`config.mk`:
```
export PLATFORM = sky130hd
export DESIGN_NAME = pingpong_xfer_fifo
export DESIGN_NICKNAME = d
export VERILOG_FILES = /design/src/rtl/ppf_pkg.sv /design/src/rtl/ppf_block.sv /design/src/rtl/ppf_turn.sv /design/src/rtl/ppf_ctrl.sv /design/src/rtl/pingpong_xfer_fifo.sv
export SDC_FILE = /design/constraint.sdc
export NUM_CORES = 1
export LEC_CHECK = 0
export ABC_CLOCK_PERIOD_IN_PS = 1800
export CAP_MARGIN = 15
export CORE_UTILIZATION = 55
export CTS_BUF_LIST = sky130_fd_sc_hd__clkbuf_8
export DETAILED_ROUTE_END_ITERATION = 10
export PLACE_DENSITY_LB_ADDON = 0.15
export SLEW_MARGIN = 15
export SYNTH_ARGS = -nofsm -noshare
export SYNTH_HDL_FRONTEND = slang
export SYNTH_SLANG_ARGS = --single-unit
```
`constraint.sdc`:
```
create_clock -name clk -period 1.8 [get_ports clk]
set_input_delay 0.18 -clock clk [delete_from_list [all_inputs] [get_ports clk]]
set_output_delay 0.18 -clock clk [all_outputs]
set_load 0.05 [all_outputs]
```
`src/rtl/ppf_pkg.sv`:
```
package ppf_pkg;
   typedef enum logic {
      SEL_CTRL = 1'b0,
      SEL_DATA = 1'b1
   } host_sel_e;

   localparam int ST_FULL_BIT  = 7;
   localparam int ST_EMPTY_BIT = 6;
   localparam int ST_MODE_BIT  = 2;
endpackage

```
`src/rtl/ppf_block.sv`:
```
module ppf_block #(
   parameter int DW          = 16,
   parameter int DEPTH       = 4,
   parameter bit RESET_STORE = 1'b1
) (
   input  logic          clk,
   input  logic          rst_n,
   input  logic          flush,
   input  logic          wr_en,
   input  logic [DW-1:0] wr_data,
   input  logic          rd_adv,
   output logic          complete,
   output logic          vacant,
   output logic          fill_done,
   output logic          drain_done,
   output logic [DW-1:0] rd_data
);
   localparam int CW = $clog2(DEPTH + 1);
   localparam int RW = $clog2(DEPTH);

   if (DEPTH < 2) begin : g_bad_depth
      $error("ppf_block: DEPTH must be at least 2");
   end
   if ((1 << RW) != DEPTH) begin : g_bad_pow2
      $error("ppf_block: DEPTH must be a power of two");
   end

   logic [CW-1:0] wcnt;
   logic [RW-1:0] rcnt;
   logic [RW-1:0] widx;
   logic [DW-1:0] mem [DEPTH];

   assign widx       = wcnt[RW-1:0];
   assign complete   = (wcnt == CW'(DEPTH));
   assign vacant     = (wcnt == '0);
   assign fill_done  = wr_en && (wcnt == CW'(DEPTH - 1));
   assign drain_done = rd_adv && (rcnt == RW'(DEPTH - 1));
   assign rd_data    = mem[rcnt];

   always_ff @(posedge clk or negedge rst_n) begin
      if (!rst_n) begin
         wcnt <= '0;
         rcnt <= '0;
      end else if (flush || drain_done) begin
         wcnt <= '0;
         rcnt <= '0;
      end else begin
         if (wr_en && !complete) wcnt <= wcnt + 1'b1;
         if (rd_adv) rcnt <= rcnt + 1'b1;
      end
   end

   if (RESET_STORE) begin : g_store_rst
      always_ff @(posedge clk or negedge rst_n) begin
         if (!rst_n) begin
            for (int k = 0; k < DEPTH; k++) mem[k] <= '0;
         end else if (wr_en && !complete) begin
            mem[widx] <= wr_data;
         end
      end
   end else begin : g_store_plain
      always_ff @(posedge clk) begin
         if (wr_en && !complete) mem[widx] <= wr_data;
      end
   end


   no_overflow_chk: assert property (@(posedge clk) disable iff (!rst_n)
      wcnt <= CW'(DEPTH));


   adv_needs_complete_chk: assert property (@(posedge clk) disable iff (!rst_n)
      rd_adv |-> complete);
endmodule

```
`src/rtl/ppf_turn.sv`:
```
module ppf_turn (
   input  logic clk,
   input  logic rst_n,
   input  logic flush,
   input  logic fill_done,
   input  logic drain_done,
   output logic fsel,
   output logic dsel
);
   always_ff @(posedge clk or negedge rst_n) begin
      if (!rst_n) begin
         fsel <= 1'b0;
         dsel <= 1'b0;
      end else if (flush) begin
         fsel <= 1'b0;
         dsel <= 1'b0;
      end else begin
         if (fill_done)  fsel <= ~fsel;
         if (drain_done) dsel <= ~dsel;
      end
   end
endmodule

```
`src/rtl/ppf_ctrl.sv`:
```
module ppf_ctrl #(
   parameter int SW = 16
) (
   input  logic          clk,
   input  logic          rst_n,
   input  logic          ctrl_wr,
   input  logic          mode_bit_in,
   input  logic          full,
   input  logic          empty,
   output logic          mode,
   output logic [SW-1:0] status
);
   import ppf_pkg::*;

   if (SW <= ST_FULL_BIT) begin : g_bad_sw
      $error("ppf_ctrl: status width too small for the flag positions");
   end

   always_ff @(posedge clk or negedge rst_n) begin
      if (!rst_n)       mode <= 1'b0;
      else if (ctrl_wr) mode <= mode_bit_in;
   end

   always_comb begin
      status               = '0;
      status[ST_FULL_BIT]  = full;
      status[ST_EMPTY_BIT] = empty;
      status[ST_MODE_BIT]  = mode;
   end
endmodule

```
`src/rtl/pingpong_xfer_fifo.sv`:
```
module pingpong_xfer_fifo #(
   parameter int DW          = 16,
   parameter int DEPTH       = 4,
   parameter bit RESET_STORE = 1'b1
) (
   input  logic          clk,
   input  logic          rst_n,
   input  logic          host_we,
   input  logic          host_sel,
   input  logic [DW-1:0] host_wdata,
   output logic [DW-1:0] host_status,
   output logic          dreq,
   input  logic          dack,
   output logic [DW-1:0] cons_rdata
);
   import ppf_pkg::*;

   localparam int NBLK = 2;

   logic            flush;
   logic            accept;
   logic            full;
   logic            empty;
   logic            mode;
   logic            fsel;
   logic            dsel;
   logic [NBLK-1:0] blk_wr;
   logic [NBLK-1:0] blk_adv;
   logic [NBLK-1:0] blk_complete;
   logic [NBLK-1:0] blk_vacant;
   logic [NBLK-1:0] blk_fill_done;
   logic [NBLK-1:0] blk_drain_done;
   logic [DW-1:0]   blk_rdata [NBLK];

   assign flush  = host_we && (host_sel == SEL_CTRL);
   assign accept = host_we && (host_sel == SEL_DATA) && mode && !full;
   assign full   = &blk_complete;
   assign empty  = &blk_vacant;
   assign dreq   = mode && blk_complete[dsel];

   for (genvar i = 0; i < NBLK; i++) begin : g_blk
      assign blk_wr[i]  = accept && (fsel == i[0]);
      assign blk_adv[i] = dreq && dack && !flush && (dsel == i[0]);
      ppf_block #(
         .DW          (DW),
         .DEPTH       (DEPTH),
         .RESET_STORE (RESET_STORE)
      ) u_blk (
         .clk        (clk),
         .rst_n      (rst_n),
         .flush      (flush),
         .wr_en      (blk_wr[i]),
         .wr_data    (host_wdata),
         .rd_adv     (blk_adv[i]),
         .complete   (blk_complete[i]),
         .vacant     (blk_vacant[i]),
         .fill_done  (blk_fill_done[i]),
         .drain_done (blk_drain_done[i]),
         .rd_data    (blk_rdata[i])
      );
   end

   assign cons_rdata = blk_rdata[dsel];

   ppf_turn u_turn (
      .clk        (clk),
      .rst_n      (rst_n),
      .flush      (flush),
      .fill_done  (|blk_fill_done),
      .drain_done (|blk_drain_done),
      .fsel       (fsel),
      .dsel       (dsel)
   );

   ppf_ctrl #(.SW(DW)) u_ctrl (
      .clk         (clk),
      .rst_n       (rst_n),
      .ctrl_wr     (flush),
      .mode_bit_in (host_wdata[ST_MODE_BIT]),
      .full        (full),
      .empty       (empty),
      .mode        (mode),
      .status      (host_status)
   );


   full_not_empty_chk: assert property (@(posedge clk) disable iff (!rst_n)
      host_status[ST_FULL_BIT] |-> !host_status[ST_EMPTY_BIT]);


   flush_clears_chk: assert property (@(posedge clk) disable iff (!rst_n)
      flush |=> (!dreq && host_status[ST_EMPTY_BIT] && !host_status[ST_FULL_BIT]));


   dreq_hold_chk: assert property (@(posedge clk) disable iff (!rst_n)
      (dreq && !dack && !flush) |=> dreq);


   offer_stable_chk: assert property (@(posedge clk) disable iff (!rst_n)
      (dreq && !dack && !flush) |=> $stable(cons_rdata));


   idle_no_dreq_chk: assert property (@(posedge clk) disable iff (!rst_n)
      !host_status[ST_MODE_BIT] |-> !dreq);


   full_write_hold_chk: assert property (@(posedge clk) disable iff (!rst_n)
      (host_status[ST_FULL_BIT] && host_we && host_sel && !dack) |=> host_status[ST_FULL_BIT]);
endmodule

```
==> results of run 1 <==
==> stage by stage <==
| stage | setup TNS (ns) | instances | hold slack (ns) | area [um2] | total power, uW |
|---|---|---|---|---|---|
| after global routing | -5.290 | 738 | 0.3075 | 8534 | 10310 |
| after detailed placement | -1.208 | 692 | 0.1828 | 7729 | 6749 |
| after global placement | -0.6519 | 692 | 0.1785 | 7729 | 6669 |
| after CTS | -4.613 | 731 | 0.2823 | 8379 | 9833 |
| final | -3.753 | 738 | 0.2640 | 8534 | 9854 |
| after floorplan | 0 | 491 | -0.1156 | 7000 | 5932 |
==> critical path, cell delays in order (launching register included) <==
cell and delay, ns:
sky130_fd_sc_hd__dfrtp_2 0.46, sky130_fd_sc_hd__buf_12 0.16, sky130_fd_sc_hd__mux4_2 0.51, sky130_fd_sc_hd__nand2_2 0.10, sky130_fd_sc_hd__nand2_2 0.06, sky130_fd_sc_hd__buf_6 0.15
==> cell type report <==
cell class                      instances  area share (%)
Sequential cell                       141           41.37
Multi-Input combinational cell        297           37.81
Timing Repair Buffer                   91           12.77
Clock buffer                           20           3.225
Tap cell                              168           2.463
Clock inverter                         12           1.965
Inverter                                9          0.3958
==> power breakdown <==
group	leakage [uW]	internal, uW	switching [uW]
Combinational	0.00192	1490	1690
Sequential	0.00191	3630	249
Clock	0.000232	1610	1180
==> state kept, by name (all words and copies together), names as in the netlist <==
name,flops
g_blk.u_blk.rcnt,4
g_blk.u_blk.mem,128
u_ctrl.mode,1
u_turn.fsel,1
u_turn.dsel,1
g_blk.u_blk.wcnt,6
==> per-layer routing <==
metal,part of all wire (%),wire [um],vias to the layer above
met5,0,0,-
met4,0.98,140,0
met3,3.9,555,15
met2,50,7186,79
met1,45,6451,2145
li1,-,-,1873
==> repair_timing <==
| action | 4_1_cts | 5_1_grt |
|---|---|---|
| cloned | 1 | 1 |
| pin swaps | 14 | 26 |
| endpoints found under the hold margin | 51 | 0 |
| setup endpoints to repair | 34 | 17 |
| hold buffers | 1 | 0 |
| setup buffers | 6 | 7 |
| gates resized for setup | 39 | 32 |
==> kinds of logic after synthesis <==
family / after synthesis / synth area share (%)
muxes: 161 / 32.09
other: 1 / 0.05425
and+or+nand+nor: 82 / 6.950
AOI/OAI and AO/OA: 29 / 2.788
adders and majority gates: 12 / 2.172
DFF: 141 / 51.04
buffers and inverters: 53 / 4.905
==> worst paths after layout <==
check | endpoint | slack, ns | cells after the start
setup / recovery | cons_rdata[5] | -0.26 | 5
hold / removal | u_ctrl.mode$_DFFE_PN0P_ | 0.26 | 2
setup reg to reg | g_blk[0].u_blk.rcnt[0]$_DFFE_PN0P_ | -0.01 | 7
hold reg to reg | g_blk[0].u_blk.mem[3]$_DFFE_PN0P_ | 0.50 | 1
max in group asynchronous | g_blk[1].u_blk.mem[26]$_DFFE_PN0P_ | 0.84 | 3
min in group clk | g_blk[0].u_blk.mem[3]$_DFFE_PN0P_ | 0.50 | 1
==> placed cells by master, fill, tap and decap left out, drive strengths merged, types with 2 or more instances in the layout <==
| master | count |
|---|---|
| clkbuf | 21 |
| clkdlybuf4s50 | 19 |
| clkinv | 5 |
| nand2 | 49 |
| bufinv | 4 |
| nor3 | 2 |
| dfrtp | 141 |
| a21boi | 2 |
| mux2 | 129 |
| mux4 | 32 |
| and4 | 3 |
| a21oi | 12 |
| or4 | 2 |
| conb | 13 |
| ha | 12 |
| nand4b | 2 |
| inv | 11 |
| o21ai | 9 |
| nand4 | 3 |
| buf | 70 |
| and3 | 3 |
| nand3 | 13 |
| a31o | 2 |
==> impl_metrics.tcl, run 1 <==
set metrics [dict create \
    chipHeight_um 114.1 \
    synth_edf_count 0 \
    worstHoldPathType "in -> async" \
    vias_in_the_first_global_route 4372 \
    path_clk_slew_ns 0.08 \
    level_count_of_the_clock_h_tree 4 \
    total_via_count_in_the_routed_design 4112 \
    critical_path.endpoint_type "output pin" \
    floorplan.initialDensity_pct 57.08 \
    fp-row-count 40 \
    route.final.wire_length_mm 14.34 \
    outcome "complete, but fails checks" \
    slew_headroom_pct 63.63 \
    maximum_number_of_pins_on_one_net_before_global_route_repair 57 \
    initial_drt_markers 235 \
    grt_setup_unrepaired "true" \
    dp_hpwl_mm 9.783 \
    critical_path_class "reg -> out" \
    place_ws_ns -0.05385 \
    cp-start-kind "flop" \
    top_usage_layer "met2" \
    power_density_nw_per_um2 1155 \
    synth.top_cells.by_area "sky130_fd_sc_hd__dfrtp_1 (51%), sky130_fd_sc_hd__mux2_2 (19%), sky130_fd_sc_hd__mux4_2 (10%)" \
    clockRootBuffer "sky130_fd_sc_hd__clkbuf_8" \
    grt_util_all_layers_pct 24.85 \
    dieWidth_um 114.1 \
    data_required_time_of_the_critical_path_ns 1.62 \
    worstPathArrival_ns 1.88 \
    average_cell_area_after_synthesis_um2 14.43 \
    first_pass_iters 4 \
    synth_seq_area_share_pct 51.04 \
    wire_per_inst_um 19.42 \
    cp_max_fo 5 \
    multi_input_comb_area_um2 3227 \
    core_um2 12110 \
    setup_viol 20 \
    route.detailed.drc 0 \
    yosys_warnings 0 \
    tritoncts "done" \
    ant_nets 0 \
    syn_area_um2 6913 \
    grt_pass1_wl_mm 23.71 \
    worst_ir_drop_vdd_v 0.0007499 \
    final_max_slew_viol_count 0 \
    synth_top_cell_area_share_pct 51.04 \
    worst_setup_path_startpoint "g_blk[0].u_blk.rcnt[0]$_DFFE_PN0P_" \
    violations "setup timing" \
    maxCapViolCount 0 \
    ys_ff_latch 141 \
    die-area_um2 13020 \
    finish.net_count 590 \
    synth_most_common_cell "sky130_fd_sc_hd__dfrtp_1" \
    num-fill-cells 843 \
    setup_ws_post_layout_ns -0.2598 \
    clock-skew-final_ns 0.007717 \
    grt_antenna_before_repair 0 \
    synth_common_cells "sky130_fd_sc_hd__dfrtp_1 (141), sky130_fd_sc_hd__mux2_2 (117), sky130_fd_sc_hd__nand2_1 (49)" \
    drive_above_1_share_pct 56.32 \
    synth_cell_types 40 \
    timing.final.crit_share_pct 114.4 \
    post-route-util_pct 70.46 \
    grt_use_met3_pct 5.029 \
    cts_inserted_buffers 17 \
    fmax_mhz 485.5 \
    ioPinCount 54 \
    final_hold_viol_count 0 \
    area.growth.synth_to_final_pct 23.46 \
    detail_route.vias_per_cell 5.572 \
    synth-main-ff-cell "sky130_fd_sc_hd__dfrtp_1" \
    final_period_minus_worst_setup_slack_ns 2.060 \
    worstReg2RegStart "g_blk[0].u_blk.wcnt[0]$_DFFE_PN0P_" \
    grt.met1_usage_pct 34.31 \
    antennaDiodeCount 0 \
    cts.path.max_buffers 2 \
    gpl.final_weighted_congestion 0.7565 \
    synth-async-reset-ratio_pct 100.0 \
    leakage_uw 0.004055 \
    worst_max_slew_pin_slew_ns 0.5456 \
    globalRouteOverflowTotal 0 \
    postSynthCellCount 479 \
    regArea_um2 3531 \
    insertion_delay_of_the_later_clocked_pin_in_the_worst_skew_pair_ns 0.44 \
    cts_num_sinks 141 \
    synth_top_cell_by_area "sky130_fd_sc_hd__dfrtp_1" \
    placement.io_buffers 40 \
    grt.met2_usage_pct 40.16 \
]
Note: power is estimated with default switching activity, not from simulation.
==> inputs of run 2 (changes only) <==
CTS_CLUSTER_SIZE = 20   (was not set)
==> results of run 2 <==
No change in the layout: final DEF, timing and power equal those of run 1.
==> inputs of run 3 (changes only) <==
GPL_ROUTABILITY_DRIVEN = 0   (was not set)
==> results of run 3 <==
No change in the layout: final DEF, timing and power equal those of run 1.
